File: config.mk
export PLATFORM = sky130hd
export DESIGN_NAME = pm_event_sci
export DESIGN_NICKNAME = d
export VERILOG_FILES = /design/src/rtl/pm_sci_pkg.sv /design/src/rtl/pm_win_decode.sv /design/src/rtl/pm_evt_bank.sv /design/src/rtl/pm_sci_drive.sv /design/src/rtl/pm_event_sci.sv
export SDC_FILE = /design/constraint.sdc
export NUM_CORES = 1
export LEC_CHECK = 0
export BUFFER_PORTS_ARGS = -buffer_cell sky130_fd_sc_hd__clkbuf_2
export CAP_MARGIN = 20
export CORE_UTILIZATION = 32
export CTS_CLUSTER_DIAMETER = 200
export CTS_CLUSTER_SIZE = 14
export DETAILED_ROUTE_END_ITERATION = 7
export PLACE_DENSITY = 0.84
export SETUP_SLACK_MARGIN = 0.05
export SLEW_MARGIN = 20
export SYNTH_ARGS = -nofsm -noshare
export SYNTH_HDL_FRONTEND = slang
export SYNTH_SLANG_ARGS = --single-unit
File: constraint.sdc
create_clock -name clk -period 3 [get_ports clk]
set_input_delay 0.45 -clock clk [delete_from_list [all_inputs] [get_ports clk]]
set_output_delay 0.45 -clock clk [all_outputs]
set_load 0.005 [all_outputs]
File: src/rtl/pm_sci_pkg.sv
package pm_sci_pkg;
  localparam int ADDR_W   = 16;
  localparam int DATA_W   = 16;
  localparam int CFG_W    = 32;
  localparam int WIN_BITS = 6;
  localparam int NUM_EV   = 4;

  // compact event index inside the block
  localparam int EV_TMR = 0;
  localparam int EV_GLK = 1;
  localparam int EV_PWR = 2;
  localparam int EV_RTC = 3;

  localparam logic [WIN_BITS-1:0] OFF_STS = 6'h00;
  localparam logic [WIN_BITS-1:0] OFF_EN  = 6'h02;

  typedef logic [NUM_EV-1:0] ev_vec_t;

  // position of a compact event bit inside the 16-bit software word
  function automatic int ev_pos(input int idx);
    case (idx)
      EV_TMR:  ev_pos = 0;
      EV_GLK:  ev_pos = 5;
      EV_PWR:  ev_pos = 8;
      default: ev_pos = 10;
    endcase
  endfunction
endpackage

File: src/rtl/pm_win_decode.sv
module pm_win_decode #(
  parameter int ADDR_W   = 16,
  parameter int WIN_BITS = 6,
  parameter logic [WIN_BITS-1:0] OFF_STS = '0,
  parameter logic [WIN_BITS-1:0] OFF_EN  = 2
) (
  input  logic [ADDR_W-WIN_BITS-1:0] base_hi,
  input  logic                       win_on,
  input  logic [ADDR_W-1:0]          addr,
  output logic                       hit,
  output logic                       sel_sts,
  output logic                       sel_en
);
  localparam int HI_W = ADDR_W - WIN_BITS;

  logic [HI_W-1:0]     addr_hi;
  logic [WIN_BITS-1:0] addr_lo;

  assign addr_hi = addr[ADDR_W-1:WIN_BITS];
  assign addr_lo = addr[WIN_BITS-1:0];

  always_comb begin
    hit     = win_on && (addr_hi == base_hi);
    sel_sts = hit && (addr_lo == OFF_STS);
    sel_en  = hit && (addr_lo == OFF_EN);
  end

  always_comb begin
    assert (!(sel_sts && sel_en)) else $error("assert_one_select_R4");
  end
endmodule

File: src/rtl/pm_evt_bank.sv
module pm_evt_bank #(
  parameter int NUM_EV = 4
) (
  input  logic              clk,
  input  logic              rst_n,
  input  logic [NUM_EV-1:0] ev_pulse,
  input  logic              wr_sts,
  input  logic              wr_en,
  input  logic [NUM_EV-1:0] wd,
  output logic [NUM_EV-1:0] sts_q,
  output logic [NUM_EV-1:0] en_q
);
  always_ff @(posedge clk or negedge rst_n) begin
    if (!rst_n) en_q <= '0;
    else if (wr_en) en_q <= wd;
  end

  for (genvar i = 0; i < NUM_EV; i++) begin : g_bit
    always_ff @(posedge clk or negedge rst_n) begin
      if (!rst_n)                 sts_q[i] <= 1'b0;
      else if (ev_pulse[i])       sts_q[i] <= 1'b1;
      else if (wr_sts && wd[i])   sts_q[i] <= 1'b0;
    end

    assert_event_sets_R5: assert property (@(posedge clk) disable iff (!rst_n)
      ev_pulse[i] |=> sts_q[i]);
    assert_one_clears_R6: assert property (@(posedge clk) disable iff (!rst_n)
      (wr_sts && wd[i] && !ev_pulse[i]) |=> !sts_q[i]);
    assert_zero_keeps_R6: assert property (@(posedge clk) disable iff (!rst_n)
      (wr_sts && !wd[i] && !ev_pulse[i]) |=> (sts_q[i] == $past(sts_q[i])));
    assert_event_wins_R7: assert property (@(posedge clk) disable iff (!rst_n)
      (wr_sts && wd[i] && ev_pulse[i]) |=> sts_q[i]);
  end
endmodule

File: src/rtl/pm_sci_drive.sv
module pm_sci_drive #(
  parameter int NUM_EV  = 4,
  parameter int TMR_IDX = 0
) (
  input  logic [NUM_EV-1:0] sts,
  input  logic [NUM_EV-1:0] en,
  output logic              sci,
  output logic              tmr_req
);
  always_comb begin
    sci     = |(sts & en);
    tmr_req = en[TMR_IDX] && !sts[TMR_IDX];
  end
endmodule

File: src/rtl/pm_event_sci.sv
module pm_event_sci
  import pm_sci_pkg::*;
(
  input  logic              clk,
  input  logic              rst_n,
  input  logic [CFG_W-1:0]  cfg_base,
  input  logic [7:0]        cfg_ctl,
  input  logic [ADDR_W-1:0] io_addr,
  input  logic              io_wr,
  input  logic              io_rd,
  input  logic [DATA_W-1:0] io_wdata,
  output logic [DATA_W-1:0] io_rdata,
  input  logic              ev_rtc,
  input  logic              ev_pwrbtn,
  input  logic              ev_glock,
  input  logic              ev_tmr,
  output logic              sci,
  output logic              tmr_req
);
  logic    hit, sel_sts, sel_en;
  ev_vec_t ev_in, wd_ev, sts_q, en_q;
  logic [DATA_W-1:0] sts_word, en_word;
  logic unused_cfg;

  assign unused_cfg = ^{cfg_base[CFG_W-1:ADDR_W], cfg_base[WIN_BITS-1:0], cfg_ctl[7:1]};

  always_comb begin
    ev_in         = '0;
    ev_in[EV_TMR] = ev_tmr;
    ev_in[EV_GLK] = ev_glock;
    ev_in[EV_PWR] = ev_pwrbtn;
    ev_in[EV_RTC] = ev_rtc;
  end

  pm_win_decode #(
    .ADDR_W(ADDR_W), .WIN_BITS(WIN_BITS), .OFF_STS(OFF_STS), .OFF_EN(OFF_EN)
  ) u_dec (
    .base_hi (cfg_base[ADDR_W-1:WIN_BITS]),
    .win_on  (cfg_ctl[0]),
    .addr    (io_addr),
    .hit     (hit),
    .sel_sts (sel_sts),
    .sel_en  (sel_en)
  );

  for (genvar i = 0; i < NUM_EV; i++) begin : g_map
    assign wd_ev[i] = io_wdata[ev_pos(i)];
  end

  always_comb begin
    sts_word = '0;
    en_word  = '0;
    for (int i = 0; i < NUM_EV; i++) begin
      sts_word[ev_pos(i)] = sts_q[i];
      en_word[ev_pos(i)]  = en_q[i];
    end
  end

  pm_evt_bank #(.NUM_EV(NUM_EV)) u_bank (
    .clk      (clk),
    .rst_n    (rst_n),
    .ev_pulse (ev_in),
    .wr_sts   (io_wr && sel_sts),
    .wr_en    (io_wr && sel_en),
    .wd       (wd_ev),
    .sts_q    (sts_q),
    .en_q     (en_q)
  );

  pm_sci_drive #(.NUM_EV(NUM_EV), .TMR_IDX(EV_TMR)) u_drv (
    .sts     (sts_q),
    .en      (en_q),
    .sci     (sci),
    .tmr_req (tmr_req)
  );

  always_comb begin
    io_rdata = '0;
    if (io_rd && sel_sts)     io_rdata = sts_word;
    else if (io_rd && sel_en) io_rdata = en_word;
  end

  assert_closed_window_R3: assert property (@(posedge clk) disable iff (!rst_n)
    !cfg_ctl[0] |-> (io_rdata == '0));
  assert_closed_no_write_R3: assert property (@(posedge clk) disable iff (!rst_n)
    (!cfg_ctl[0] && io_wr) |=> (en_q == $past(en_q)));
  assert_sci_needs_enable_R8: assert property (@(posedge clk) disable iff (!rst_n)
    sci |-> (en_q != '0));
  assert_idle_read_zero_R10: assert property (@(posedge clk) disable iff (!rst_n)
    !io_rd |-> (io_rdata == '0));
  assert_req_vs_sci_R9: assert property (@(posedge clk) disable iff (!rst_n)
    (tmr_req && $countones(en_q) == 1) |-> !sci);
endmodule

* Word-level counts from Yosys, hierarchy flattened *
Cells that the tools add are included.

word-level totals
  logic and storage cells = 37
  output and inout bits = 18
  register bits = 8

cells by class
  multiplexer cells = 10
  bitwise gates (word level) = 1
  reduce and logical (&&, ||, !) cells = 19
  equal/unequal tests = 2

operators with widths
  operator                                       number
  two-way mux 16 bit                             1
  logical AND 1 bit                              12
  two-way mux 11 bit                             1
  == test 10 bit                                 1
  two-way mux 1 bit                              8
  nonzero test 2 bit                             4
  == test 6 x 2 -> 1 bit, second input constant  1
  logical NOT 6 bit                              1
  AND 4 bit                                      1
  OR reduction 4 bit                             1
  logical NOT 1 bit                              1

* Longest topological paths before layout *
Gate-level depths: netlist of run 1.

  word-level depth = 7
  gate-level depth with buffers = 4

* By module *
A second synthesis of run 1 with hierarchy kept.

unflattened totals
  cells, all modules = 67
  area, all modules = 629.4 µm²

by module, submodules not included
  module         times used  area an instance (µm²)  cells an instance  sequential area each (µm²)
  pm_evt_bank    1           290.3                   20                 200.2
  pm_event_sci   1           166.4                   22                 0.0
  pm_win_decode  1           145.1                   21                 0.0
  pm_sci_drive   1           27.5                    4                  0.0

* Worst setup path after synthesis of run 1 *
No wires, ideal clock.

  path type = input -> output
  from = in cfg_base[10]
  to = out io_rdata[0]
  arrival = 1,383 ps
  data required time = 2,550 ps
  buffers on the path = 0
  stages on the path = 4
  slack = 1,167 ps
  path through = xnor2_1 nand4_1 nor4_1 nor2b_1

between the ends
  word-level cells in the longest chain between the ends = 6
  elaborated cells between the ends (all ways) = 8
  classes of those cells = eq/ne (1); mux (2); reduce/logical (5)

RTL lines
  element                 RTL line             RTL
  start, declared         pm_event_sci.sv:6    input logic [CFG_W-1:0] cfg_base,
  == test 10 bit (*)      pm_win_decode.sv:23  hit = win_on && (addr_hi == base_hi);
  logical AND 1 bit (*)   pm_win_decode.sv:23
  logical AND 1 bit       pm_win_decode.sv:25  sel_en = hit && (addr_lo == OFF_EN);
  logical AND 1 bit       pm_event_sci.sv:80   else if (io_rd && sel_en) io_rdata = en_word;
  two-way mux 11 bit      pm_event_sci.sv:80
  two-way mux 16 bit (*)  pm_event_sci.sv:79   if (io_rd && sel_sts) io_rdata = sts_word;
  end, declared           pm_event_sci.sv:12   output logic [DATA_W-1:0] io_rdata,

Mark *: on every way between the ends. The rest lies on a longest branch, timed or not.

* Worst setup path after layout of run 1 *
  from = in cfg_base[12]
  to = out io_rdata[10]

Same word-level chain as after synthesis.

==> results of run 1 <==
==> routing by layer <==
layer / share of wire [%] / wire length (um)
met5: 0 / 0
met2: 54 / 850
met1: 38 / 591
met3: 6.9 / 108
met4: 1.5 / 24
==> Yosys cell counts (all sizes together) <==
master	count	area share, %
nand2b	1	0.90
mux2i	4	5.7
mux2	4	6.4
nor2	5	2.7
nand4	6	5.4
inv	4	2.1
a22oi	2	2.1
nand3	1	0.71
buf	12	13
conb	1	0.54
a31oi	4	3.6
dfrtp	8	29
nor4b	1	3.4
nand2	3	1.6
xnor2	10	13
nor4	3	5.7
clkbuf	1	0.54
nor2b	5	4.5
==> cell families (layout without fill, tap and decap cells) <==
kind of cell           after synthesis  after routing  share of synthesized area (%)
flip-flops                           8              8                          28.62
XOR/XNOR                            10             10                          12.52
other                                1             12                         0.5362
AO/OA/AOI/OAI                        6              6                          5.723
buffers and inverters               17             51                          15.56
AND/OR/NAND/NOR                     25             25                          24.87
multiplexers                         8              8                          12.16
==> placed cells by master (no fill, tap or decap) <==
cell	n
mux2i_1	4
a22oi_1	2
inv_1	4
nor4b_4	1
nor4_1	1
nor2b_1	5
clkbuf_4	3
nor4_4	1
nand4_1	6
nor4_2	1
clkbuf_2	44
xnor2_1	10
nor2_1	5
nand2b_1	1
conb_1	12
a31oi_1	4
mux2_2	4
nand3_1	1
dfrtp_1	8
nand2_1	3
==> layout make-up <==
| cell class | instances | area share [%] |
|---|---|---|
| sequential | 8 | 21.68 |
| multi-input combinational | 61 | 46.75 |
| clock buffer | 3 | 2.439 |
| tap | 27 | 3.659 |
| inverter | 4 | 1.626 |
| timing repair buffer | 44 | 23.85 |
==> final timing paths <==
kind / slack, ns / endpoint / start / cells after the start
max in group asynchronous: 2.79 / u_bank.sts_q[0] / rst_n / 1
min in group clk: 0.39 / u_bank.sts_q[1] / io_wdata[5] / 2
max: 0.80 / io_rdata[10] / cfg_base[12] / 6
min reg2reg: 0.54 / u_bank.en_q[2] / u_bank.en_q[2] / 1
max reg2reg: 2.22 / u_bank.en_q[3] / u_bank.en_q[3] / 1
min: 0.03 / u_bank.sts_q[1] / rst_n / 1
==> flip-flops by register name (all words and copies together) (netlist names) <==
name	flops
u_bank.en_q	4
u_bank.sts_q	4
==> through the flow <==
| stage | cell area, um^2 | total power [W] | setup slack [ns] | hold WS (ns) |
|---|---|---|---|---|
| global placement | 900.9 | 0.0001720 | 0.8428 | 0.2963 |
| CTS | 923.4 | 0.0002580 | 0.8023 | 0.02849 |
| global route | 923.4 | 0.0002718 | 0.6032 | 0.02732 |
| floorplan | 740.7 | 0.0001515 | 1.167 | 0.1544 |
| finish | 923.4 | 0.0002540 | 0.7997 | 0.02960 |
| detailed placement | 900.9 | 0.0001741 | 0.8117 | 0.3073 |
==> power by group through the flow <==
stage | clock, W | combinational (W) | sequential, W
CTS | 0.0000854 | 0.0000646 | 0.000108
global route | 0.0000920 | 0.0000719 | 0.000108
detailed placement | 0 | 0.0000642 | 0.000110
floorplan | 0 | 0.0000416 | 0.000110
global placement | 0 | 0.0000621 | 0.000110
finish | 0.0000813 | 0.0000646 | 0.000108
==> out/qor.yml, run 1 <==
outcome: "finished, final reports clean"
synth_warnings: 0
h-tree-depth: 1
crit_fanout: 4
cp_top_family: "simple AND/OR/NAND/NOR gates"
vias: 665
track_usage_pct: 14.54
path_cells: "clkbuf_2 > xnor2_1 > nand4_1 > nor4_1 > nor2b_1 > clkbuf_2"
place.gp.congestion: 0.6989
cts-hold-fix-buffers: 0
cts_tree: "yes"
grt_busiest_layer: "met2"
fin_util_pct: 46.13
p_int_w: 0.0001860
drt_pre_antenna_iters: 4
core_um2: 2002
die-area_um2: 2377
diodes: 0
cts_sinks: 8
register_area_um2: 200.2
worstPathArrival_ns: 1.75
worstPathRequired_ns: 2.55
ant_nets: 0
routedWlPerCell_um: 10.71
grt_pass1_wl_mm: 2.642
drive_gt1_share_pct: 45.00
combPwrFrac_pct: 25.4
avgSynthCellArea_um2: 9.326
seq_area_frac_synth_pct: 28.62
initial_utilization_pct: 34.94
hold_viol: 0
rsz0062_at_grt: "false"
n_fill_cell: 214
drcViolationCount: 0
path_buf_inv: 2
met2_usage_pct: 26.16
post-cts-setup-buffers: 0
grt_pass1_vias: 635
synthToLayoutAreaGrowth_pct: 32.02
critPathCaptureType: "output port"
drv_slew: 0
fp.dieH_um: 48.75
multi_input_area_um2: 431.7
root_buffer: "clkbuf_4"
nets: 202
synth_seq_cells: 8
grt_overflow_total: 0
fmax_ghz: 0.4545
clockBufferDepth: 2
cts_buffers: 3
start_kind: "primary input"
crit_path_top_delay_cell: "nor4_1"
syn_area_um2: 699.4
p_per_area_nw_per_um2: 275.0
clkTransAtPathRegs_ns: 0.06
rows: 16
crit_top_cell: "clkbuf_2"
io-pin-count: 98
met1_usage_pct: 15.47
globalRouteMet3Util_pct: 3.145
setup_violations: 0
grt_max_degree: 9
ctsResizeCount: 0
wirelength_mm: 1.575
period_needed_ns: 2.200
irDropWorstVdd_v: 0.0001984
skew_ns: 0
finalNonFillerCells: 147
dpl.hpwl_mm: 1.402
die_w_um: 48.75
clk_latency_ns: 0.25
drv_cap: 0
placed_cells: 144
leakagePower_nw: 0.4738
min-delay-path-class: "primary input to async pin"
first_iter_violations: 6
fin_tns_setup_ns: 0
swShare_pct: 26.76
antenna_found_initial: 0
fin_crit_sh_pct: 73.34
pwr-share-seq_pct: 42.6
syn_inst: 75
slowest_delay_ns: 0.48
path_class: "primary input to output port"
p_switching_w: 0.00006795
io_buffer_count: 44
ys_types: 20
routed_via_density: 4.524
power_frac_clock_pct: 32.0
(Power assumes the default switching activity.)
==> inputs of run 2 (changes only) <==
- CORE_UTILIZATION: 32 -> 30
- PLACE_DENSITY: 0.84 -> 0.8
- clock period: 3 -> 2.11 ns (I/O delays scaled with it)
==> out/qor.yml, run 2 (synthesized netlist as in run 1, its figures left out) <==
core_um2: 2212
power_frac_clock_pct: 31.4
drv_cap: 0
worst_slack_ns: 0.2779
cts_tree: "yes"
antenna_found_initial: 0
irDropWorstVdd_v: 0.0002348
place.gp.congestion: 0.7030
drcViolationCount: 0
hold_viol: 0
mostFrequentLayoutCells: "44 x clkbuf_2, 12 x conb_1, 10 x xnor2_1"
vias: 663
p_switching_w: 0.00009339
swShare_pct: 26.02
fin_crit_sh_pct: 86.83
p_int_w: 0.0002655
initial_utilization_pct: 31.62
rsz0062_at_grt: "false"
outcome: "finished, final reports clean"
fin_tns_setup_ns: 0
drv_slew: 0
cts_buffers: 3
worstPathArrival_ns: 1.52
post-place-ws_ns: 0.1752
crit_fanout: 4
routedWlPerCell_um: 9.477
post_dp_cell_area_um2: 902.1
start_kind: "primary input"
dpl.hpwl_mm: 1.249
clockBufferDepth: 2
nets: 203
fmax_ghz: 0.5458
grt_pass1_wl_mm: 2.415
routed_via_density: 4.450
pwr-share-seq_pct: 42.8
die_w_um: 50.29
rows: 17
drive_gt1_share_pct: 45.45
clk_latency_ns: 0.24
cts_sinks: 8
root_buffer: "clkbuf_4"
setup_violations: 0
final_common_cell: "clkbuf_2"
critPathCaptureType: "output port"
leakagePower_nw: 0.4780
ant_nets: 0
top_regs: "u_bank.en_q (4), u_bank.sts_q (4)"
crit_start: "cfg_base[10]"
clkTransAtPathRegs_ns: 0.05
period_needed_ns: 1.832
fp.dieH_um: 50.29
path_class: "primary input to output port"
track_usage_pct: 12.49
first_iter_violations: 3
worstPathRequired_ns: 1.79
post-cts-setup-buffers: 0
grt_overflow_total: 0
grt_max_degree: 9
r2r-start: "u_bank.en_q[0]"
synthToLayoutAreaGrowth_pct: 34.53
p_per_area_nw_per_um2: 381.4
worstHoldStart: "io_wdata[8]"
combPwrFrac_pct: 25.8
diodes: 0
wirelength_mm: 1.412
drt_pre_antenna_iters: 2
die-area_um2: 2529
skew_ns: 0
h-tree-depth: 1
io_buffer_count: 44
total_power_w: 0.0003589
io-pin-count: 98
grt_pass1_vias: 632
fin_area_um2: 940.9
min-delay-path-class: "primary input to flop"
## run 2: cell types whose count changed in the layout (fill, tap and decap cells not counted)
cell,previous run,this run
dlygate4sd3_1,0,1
nor4_1,1,0
nor4_2,1,2
## run 2: per-stage QoR
stage          hold WS [ns]  util, %  instances
2_1_floorplan       0.02091        -         86
3_3_place_gp         0.1653    40.78        145
3_5_place_dp         0.1706    40.78        145
4_1_cts              0.2615    42.25        149
5_1_grt              0.2494    42.53        149
6_report             0.2628    42.53        149
## run 2: power by group through the flow
stage	registers, W	clock network (W)	logic (W)
after floorplan	0.000156	0	0.0000591
after global placement	0.000156	0	0.0000889
after detailed placement	0.000156	0	0.0000902
after CTS	0.000154	0.000117	0.0000925
after global routing	0.000153	0.000135	0.000104
final	0.000154	0.000113	0.0000926
## run 2: final timing paths
kind                                   end  slack [ns]  cells after the start
min in group asynchronous  u_bank.sts_q[3]        0.45                      2
max                           io_rdata[10]        0.28                      6
max in group asynchronous   u_bank.en_q[3]        1.49                      2
max reg2reg                 u_bank.en_q[0]        1.32                      1
min reg2reg                 u_bank.en_q[2]        0.54                      1
min                        u_bank.sts_q[2]        0.26                      2
## run 2: critical path: stages
cell and delay [ns]:
clkbuf_2 0.09, xnor2_1 0.19, nand4_1 0.22, nor4_2 0.39, nor2b_1 0.19, clkbuf_2 0.12
## run 2: layout make-up
cell class / instances / area, um^2
fill: 228 / 1271
sequential: 8 / 200.2
multi-input combinational: 61 / 437.9
tap: 28 / 35.03
inverter: 4 / 15.01
clock buffer: 3 / 22.52
timing repair buffer: 45 / 230.2
## run 2: layer usage
metal  up-vias  GRT usage, %  part of all wire [%]
met1       296         13.41                    40
met3         0         4.242                    12
li1        330             -                     -
met5         -             0                     0
met2        37         22.44                    49
met4         0         4.286                     0
## run 2: repair_timing
action	4_1_cts	5_1_grt
endpoints found under the hold margin	8	0
hold buffers	1	0
gates resized for setup	0	1
setup endpoints to repair	0	4
